$ cat src/rtl/dbf_pkg.sv
`timescale 1ns/1ps
package dbf_pkg;
  localparam int NTAP = 8;
  localparam int IL3 = 0, IL2 = 1, IL1 = 2, IL0 = 3;
  localparam int IR0 = 4, IR1 = 5, IR2 = 6, IR3 = 7;
  localparam logic [NTAP-1:0] WE_NONE   = 8'b0000_0000;
  localparam logic [NTAP-1:0] WE_NARROW = 8'b0001_1000;
  localparam logic [NTAP-1:0] WE_WIDE   = 8'b0011_1100;
endpackage

$ cat src/rtl/dbf_decide.sv
`timescale 1ns/1ps
// Per-row decisions: filter mask and high-variance flag.
module dbf_decide
  import dbf_pkg::*;
#(
  parameter int PIX_W = 8,
  parameter int TH_W  = 8
) (
  input  logic [PIX_W-1:0] pix [NTAP],
  input  logic [TH_W-1:0]  thr_e,
  input  logic [TH_W-1:0]  thr_i,
  input  logic [TH_W-1:0]  thr_h,
  output logic             mask,
  output logic             hev
);
  localparam int CW = ((PIX_W + 2 > TH_W) ? PIX_W + 2 : TH_W) + 1;

  function automatic logic [CW-1:0] adiff(input logic [PIX_W-1:0] a, input logic [PIX_W-1:0] b);
    return (a > b) ? CW'(a - b) : CW'(b - a);
  endfunction

  logic [CW-1:0] lim_e, lim_i, lim_h, edge_sum;
  logic [5:0]    in_ok;

  assign lim_e = CW'(thr_e);
  assign lim_i = CW'(thr_i);
  assign lim_h = CW'(thr_h);

  // Interior flatness: three neighbour pairs on each side, mirrored.
  for (genvar k = 0; k < 3; k++) begin : g_side
    assign in_ok[k]     = adiff(pix[k], pix[k+1]) <= lim_i;
    assign in_ok[3 + k] = adiff(pix[NTAP-1-k], pix[NTAP-2-k]) <= lim_i;
  end

  assign edge_sum = (adiff(pix[IL0], pix[IR0]) << 1) + (adiff(pix[IL1], pix[IR1]) >> 1);
  assign mask     = (&in_ok) && (edge_sum <= lim_e);
  assign hev      = (adiff(pix[IL1], pix[IL0]) > lim_h) || (adiff(pix[IR1], pix[IR0]) > lim_h);
endmodule

$ cat src/rtl/dbf_core.sv
`timescale 1ns/1ps
// Signed-domain 4-tap filter arithmetic for one row.
module dbf_core
  import dbf_pkg::*;
#(
  parameter int PIX_W = 8
) (
  input  logic [PIX_W-1:0] pix  [NTAP],
  input  logic             mask,
  input  logic             hev,
  output logic [PIX_W-1:0] npix [NTAP],
  output logic [NTAP-1:0]  we
);
  localparam int SW   = PIX_W + 4;
  localparam int BIAS = 1 << (PIX_W - 1);
  localparam logic signed [SW-1:0] SMAX = SW'(BIAS - 1);
  localparam logic signed [SW-1:0] SMIN = ~SMAX;

  function automatic logic signed [SW-1:0] sat(input logic signed [SW-1:0] v);
    if (v > SMAX) return SMAX;
    if (v < SMIN) return SMIN;
    return v;
  endfunction

  function automatic logic signed [SW-1:0] to_s(input logic [PIX_W-1:0] p);
    return $signed({{(SW-PIX_W){1'b0}}, p}) - SW'(BIAS);
  endfunction

  function automatic logic [PIX_W-1:0] to_u(input logic signed [SW-1:0] v);
    logic signed [SW-1:0] t;
    t = v + SW'(BIAS);
    return t[PIX_W-1:0];
  endfunction

  logic signed [SW-1:0] sl1, sl0, sr0, sr1, base, dif, acc, f1, f2, g;

  always_comb begin
    sl1  = to_s(pix[IL1]);
    sl0  = to_s(pix[IL0]);
    sr0  = to_s(pix[IR0]);
    sr1  = to_s(pix[IR1]);
    base = hev ? sat(sl1 - sr1) : '0;
    dif  = sr0 - sl0;
    acc  = sat(base + dif + dif + dif);
    f1   = sat(acc + SW'(4)) >>> 3;
    f2   = sat(acc + SW'(3)) >>> 3;
    g    = (f1 + SW'(1)) >>> 1;
    npix = pix;
    we   = WE_NONE;
    if (mask) begin
      npix[IR0] = to_u(sat(sr0 - f1));
      npix[IL0] = to_u(sat(sl0 + f2));
      we        = WE_NARROW;
      if (!hev) begin
        npix[IR1] = to_u(sat(sr1 - g));
        npix[IL1] = to_u(sat(sl1 + g));
        we        = WE_WIDE;
      end
    end
  end
endmodule

$ cat src/rtl/dbf_edge_filter.sv
`timescale 1ns/1ps
// Two-stage row pipeline: decide, then filter; global stall on output backpressure.
module dbf_edge_filter
  import dbf_pkg::*;
#(
  parameter int PIX_W = 8,
  parameter int TH_W  = 8,
  parameter int ROWS  = 8,
  localparam int RW   = $clog2(ROWS)
) (
  input  logic                  clk,
  input  logic                  rst,
  input  logic                  in_valid,
  output logic                  in_ready,
  input  logic [NTAP*PIX_W-1:0] in_pix,
  input  logic [TH_W-1:0]       thr_e,
  input  logic [TH_W-1:0]       thr_i,
  input  logic [TH_W-1:0]       thr_h,
  output logic                  out_valid,
  input  logic                  out_ready,
  output logic [NTAP*PIX_W-1:0] out_pix,
  output logic [NTAP-1:0]       out_we,
  output logic [RW-1:0]         out_row,
  output logic                  out_last
);
  logic             adv;
  logic [PIX_W-1:0] in_arr [NTAP];
  logic [PIX_W-1:0] a_pix  [NTAP];
  logic [PIX_W-1:0] f_pix  [NTAP];
  logic [NTAP-1:0]  f_we;
  logic             mask_c, hev_c, a_vld, a_mask, a_hev;
  logic [RW-1:0]    row_cnt, a_row;

  assign adv      = !out_valid || out_ready;
  assign in_ready = adv;

  for (genvar k = 0; k < NTAP; k++) begin : g_unpack
    assign in_arr[k] = in_pix[k*PIX_W +: PIX_W];
  end

  dbf_decide #(.PIX_W(PIX_W), .TH_W(TH_W)) u_dec (
    .pix(in_arr), .thr_e(thr_e), .thr_i(thr_i), .thr_h(thr_h),
    .mask(mask_c), .hev(hev_c)
  );

  always_ff @(posedge clk) begin
    if (rst) begin
      a_vld     <= 1'b0;
      out_valid <= 1'b0;
      row_cnt   <= '0;
    end else if (adv) begin
      a_vld     <= in_valid;
      out_valid <= a_vld;
      if (in_valid) row_cnt <= (row_cnt == RW'(ROWS - 1)) ? '0 : row_cnt + 1'b1;
    end
  end

  always_ff @(posedge clk) begin
    if (adv && in_valid) begin
      a_pix  <= in_arr;
      a_mask <= mask_c;
      a_hev  <= hev_c;
      a_row  <= row_cnt;
    end
  end

  dbf_core #(.PIX_W(PIX_W)) u_core (
    .pix(a_pix), .mask(a_mask), .hev(a_hev), .npix(f_pix), .we(f_we)
  );

  always_ff @(posedge clk) begin
    if (adv && a_vld) begin
      for (int k = 0; k < NTAP; k++) out_pix[k*PIX_W +: PIX_W] <= f_pix[k];
      out_we  <= f_we;
      out_row <= a_row;
    end
  end

  assign out_last = out_valid && (out_row == RW'(ROWS - 1));

  // only three write-enable shapes ever leave the block
  assert_we_shape_R4: assert property (@(posedge clk) disable iff (rst)
    out_valid |-> (out_we == WE_NONE || out_we == WE_NARROW || out_we == WE_WIDE));

  // a stalled row stays put
  assert_hold_R10: assert property (@(posedge clk) disable iff (rst)
    (out_valid && !out_ready) |=> (out_valid && $stable(out_pix) && $stable(out_we) && $stable(out_row)));

  // input is blocked while the output stalls
  assert_block_R10: assert property (@(posedge clk) disable iff (rst)
    (out_valid && !out_ready) |-> !in_ready);

  // the row delivered after a taken row carries the next index
  assert_row_step_R8: assert property (@(posedge clk) disable iff (rst)
    (out_valid && out_ready) |=> (!out_valid ||
      out_row == (($past(out_row) == RW'(ROWS - 1)) ? '0 : $past(out_row) + 1'b1)));
endmodule

$ cat config.mk
export PLATFORM = sky130hd
export DESIGN_NAME = dbf_edge_filter
export DESIGN_NICKNAME = d
export VERILOG_FILES = /design/src/rtl/dbf_pkg.sv /design/src/rtl/dbf_decide.sv /design/src/rtl/dbf_core.sv /design/src/rtl/dbf_edge_filter.sv
export SDC_FILE = /design/constraint.sdc
export NUM_CORES = 1
export LEC_CHECK = 0
export BUFFER_PORTS_ARGS = -buffer_cell sky130_fd_sc_hd__buf_2
export CAP_MARGIN = 10
export CORE_AREA = 2 2 185 187
export DETAILED_ROUTE_END_ITERATION = 7
export DIE_AREA = 0 0 187 189
export PLACE_DENSITY = 0.69
export SLEW_MARGIN = 20
export SYNTH_ARGS = -nofsm -noshare
export SYNTH_HDL_FRONTEND = slang
export SYNTH_SLANG_ARGS = --single-unit
export TNS_END_PERCENT = 100
$ cat constraint.sdc
create_clock -name clk -period 13.1 [get_ports clk]
set_input_delay 0.655 -clock clk [delete_from_list [all_inputs] [get_ports clk]]
set_output_delay 0.655 -clock clk [all_outputs]
set_load 0.01 [all_outputs]
==> impl_metrics.tcl <==
set metrics [dict create \
    status "completed" \
    ys_warn_count 0 \
    finalCoreUtilization 0.551 \
    track_usage 0.262 \
    cts_tree "done" \
    dr_wl_met2_microns 21600 \
    crit_path_frequent_cell "ha_1" \
    path_class "reg -> reg" \
    drive_above_1_share 0.138 \
    routed_via_density 5.74 \
    peakVddDrop_v 0.000234 \
    fin_crit_sh 0.918 \
    worstHoldPathType "reg -> reg" \
    final_cells 2407 \
    areaGrowthSynthToFinish_pct 11.2 \
    worst_setup_path_start_kind "register" \
    end_kind "register" \
    critPathRequiredTime_ps 13300 \
    route.detailed.drc 0 \
    yosysUniqueCellTypes 91 \
    synth-edff-count 138 \
    io_pins 170 \
    slowest_stage "ha_2" \
    ff2ff_setup_slack_ps 1070 \
    cp_slowest_stage_delay_ps 620 \
    powerDensity_nw_per_um2 262 \
    drv_slew 0 \
    synth.most_common_cell "ha_1" \
    wl_met1_microns 20100 \
    drtAntennaViolNets 0 \
    tightest_slew_ps 1100 \
    routed_wl_microns 45800 \
    cts_sinks 143 \
    hold_viol 0 \
    vias 13822 \
    routedWlPerCell_microns 19.0 \
    cts_made_buffers 17 \
    die_h_microns 189 \
    ys_seq_area_frac 0.258 \
    antenna_found_initial 1 \
    drtIter0Drc 964 \
    fin_tns_setup_ps 0 \
    dp_hpwl_microns 37900 \
    power_leakage_uw 0.00832 \
    synth_area_leaders "edfxtp_1 (25%), ha_1 (21%), inv_1 (4.4%), xnor2_1 (4.1%), fa_1 (4.0%)" \
    grt_pass1_wl_microns 72400 \
    highest_layer "met5" \
    wl_met3_microns 2310 \
    whs_ps 418 \
    grt_pass1_vias 13812 \
    synth_seq_cells 143 \
    fin_skew_ps 9.76 \
    async_flop_share 0 \
    rsz0062_at_grt "no" \
    nets 2353 \
    crit_arrival_ps 12230 \
    port_buffers 165 \
    fmax_mhz 83.2 \
    max-clock-path-buffers 2 \
    core_area_sq_um 33300 \
    start_util 0.495 \
    max_slew_margin 0.266 \
    ys_top_cells_by_count "ha_1 (282), inv_1 (191), edfxtp_1 (138)" \
    synth_ff_type "edfxtp_1" \
    place_inst 2375 \
    dr.pass1.iters 5 \
    yosys.area.top_type "edfxtp_1" \
    place.gp.congestion 0.994 \
    synth.avg_cell_area_sq_um 9.21 \
    drv_cap 0 \
    path_clk_slew_ps 70 \
    syn-cell-area_sq_um 16500 \
    synth_cells 1790 \
    setup_ws_ps 1070 \
    overflow 0 \
    dieArea_sq_um 35300 \
    diodes 0 \
    fin_crit_ps 12030 \
    rows 67 \
    cts-root-buf "clkbuf_16" \
    die-width_microns 187 \
    htree_levels 4 \
    setup_viol 0 \
    clk_latency_ps 450 \
    fill_cells 3064 \
    post-place-ws_ps 1110 \
    critPathMaxFanout 20 \
    grt_max_degree 71 \
    yosys.area.top_type_share 0.251 \
]
cell usage in the layout, fill, tap and decap left out, types with 16 or more instances in the layout:
cell and instances:
fa_1 33, nand4_1 23, a21oi_1 126, nor3_1 28
clkbuf_16 17, a31oi_1 21, mux2i_1 40, ha_1 281
nand3_1 33, o21ai_0 86, nor2b_1 41, buf_2 165
edfxtp_1 138, o21a_1 41, o21ai_1 16, o21bai_1 20
xnor2_1 78, a21o_1 45, mux2_2 24, xor2_1 24
nor2_1 108, inv_1 190, nand2_1 116, nand2b_1 22
area by class of cell:
class	count	area, sq um	area share
Timing Repair Buffer	171	871	0.0475
Sequential cell	143	4240	0.232
Multi-Input combinational cell	1421	11300	0.619
Clock inverter	12	135	0.00737
Clock buffer	20	457	0.0249
Tap cell	448	561	0.0306
Inverter	192	723	0.0395
sequential cells by signal (all words and copies together) (netlist names):
signal / cells
a_pix: 64
out_pix: 64
a_row: 3
out_row: 3
row_cnt: 3
out_we: 2
a_hev: 1
a_mask: 1
a_vld: 1
out_valid: 1
metal layers:
layer,GRT usage,vias up
met3,0.0467,99
met4,0.113,2
li1,-,6800
met2,0.444,388
met5,0,-
met1,0.328,6533
timing repair:
item | 4_1_cts | 5_1_grt
hold buffers | 0 | 0
endpoints found under the hold margin | 0 | 0
gates resized for setup | 0 | 2
setup buffers | 0 | 0
setup endpoints to repair | 0 | 14
final timing paths:
check,startpoint,to,cells after the start
worst max-delay path,a_pix[19]$_DFFE_PP_,out_pix[41]$_DFFE_PP_,47
worst min-delay path,a_pix[62]$_DFFE_PP_,out_pix[6]$_DFFE_PP_,0
worst max register to register,a_pix[19]$_DFFE_PP_,out_pix[41]$_DFFE_PP_,47
worst min register to register,a_pix[62]$_DFFE_PP_,out_pix[6]$_DFFE_PP_,0
worst max-delay path, delay by kind of cell, from the launching register on:
family	cells	cell delay, ps
AO/OA/AOI/OAI	17	3820
adder cells (fa/ha/maj)	9	3510
AND/OR/NAND/NOR	15	2750
XOR/XNOR	3	780
flip-flops	1	400
multiplexers	1	280
buffers and inverters	2	200
logic make-up (layout without fill, tap and decap cells):
kind of cell / Yosys count / after routing / share of synthesized area
buffers and inverters: 229 / 395 / 0.0560
xor gates and xnor gates: 104 / 104 / 0.0576
other: 1 / 4 / 0.000228
AOI/OAI and AO/OA: 480 / 480 / 0.192
adders and majority gates: 315 / 315 / 0.254
DFF: 143 / 143 / 0.258
muxes: 65 / 65 / 0.0414
and+or+nand+nor: 453 / 453 / 0.141
where the power goes:
part / total [uW] / internal, uW / leakage, uW / switching, uW
Clock: 491 / 291 / 0.000279 / 200
Combinational: 3730 / 1490 / 0.00669 / 2240
Sequential: 589 / 573 / 0.00136 / 16.3
through the flow:
step	power (uW)	area, sq um
CTS	4770	18300
floorplan	3440	16500
global placement	4210	17700
global route	5280	18300
detailed placement	4250	17700
finish	4810	18300
No activity file was read; power rests on OpenSTA's default activity.
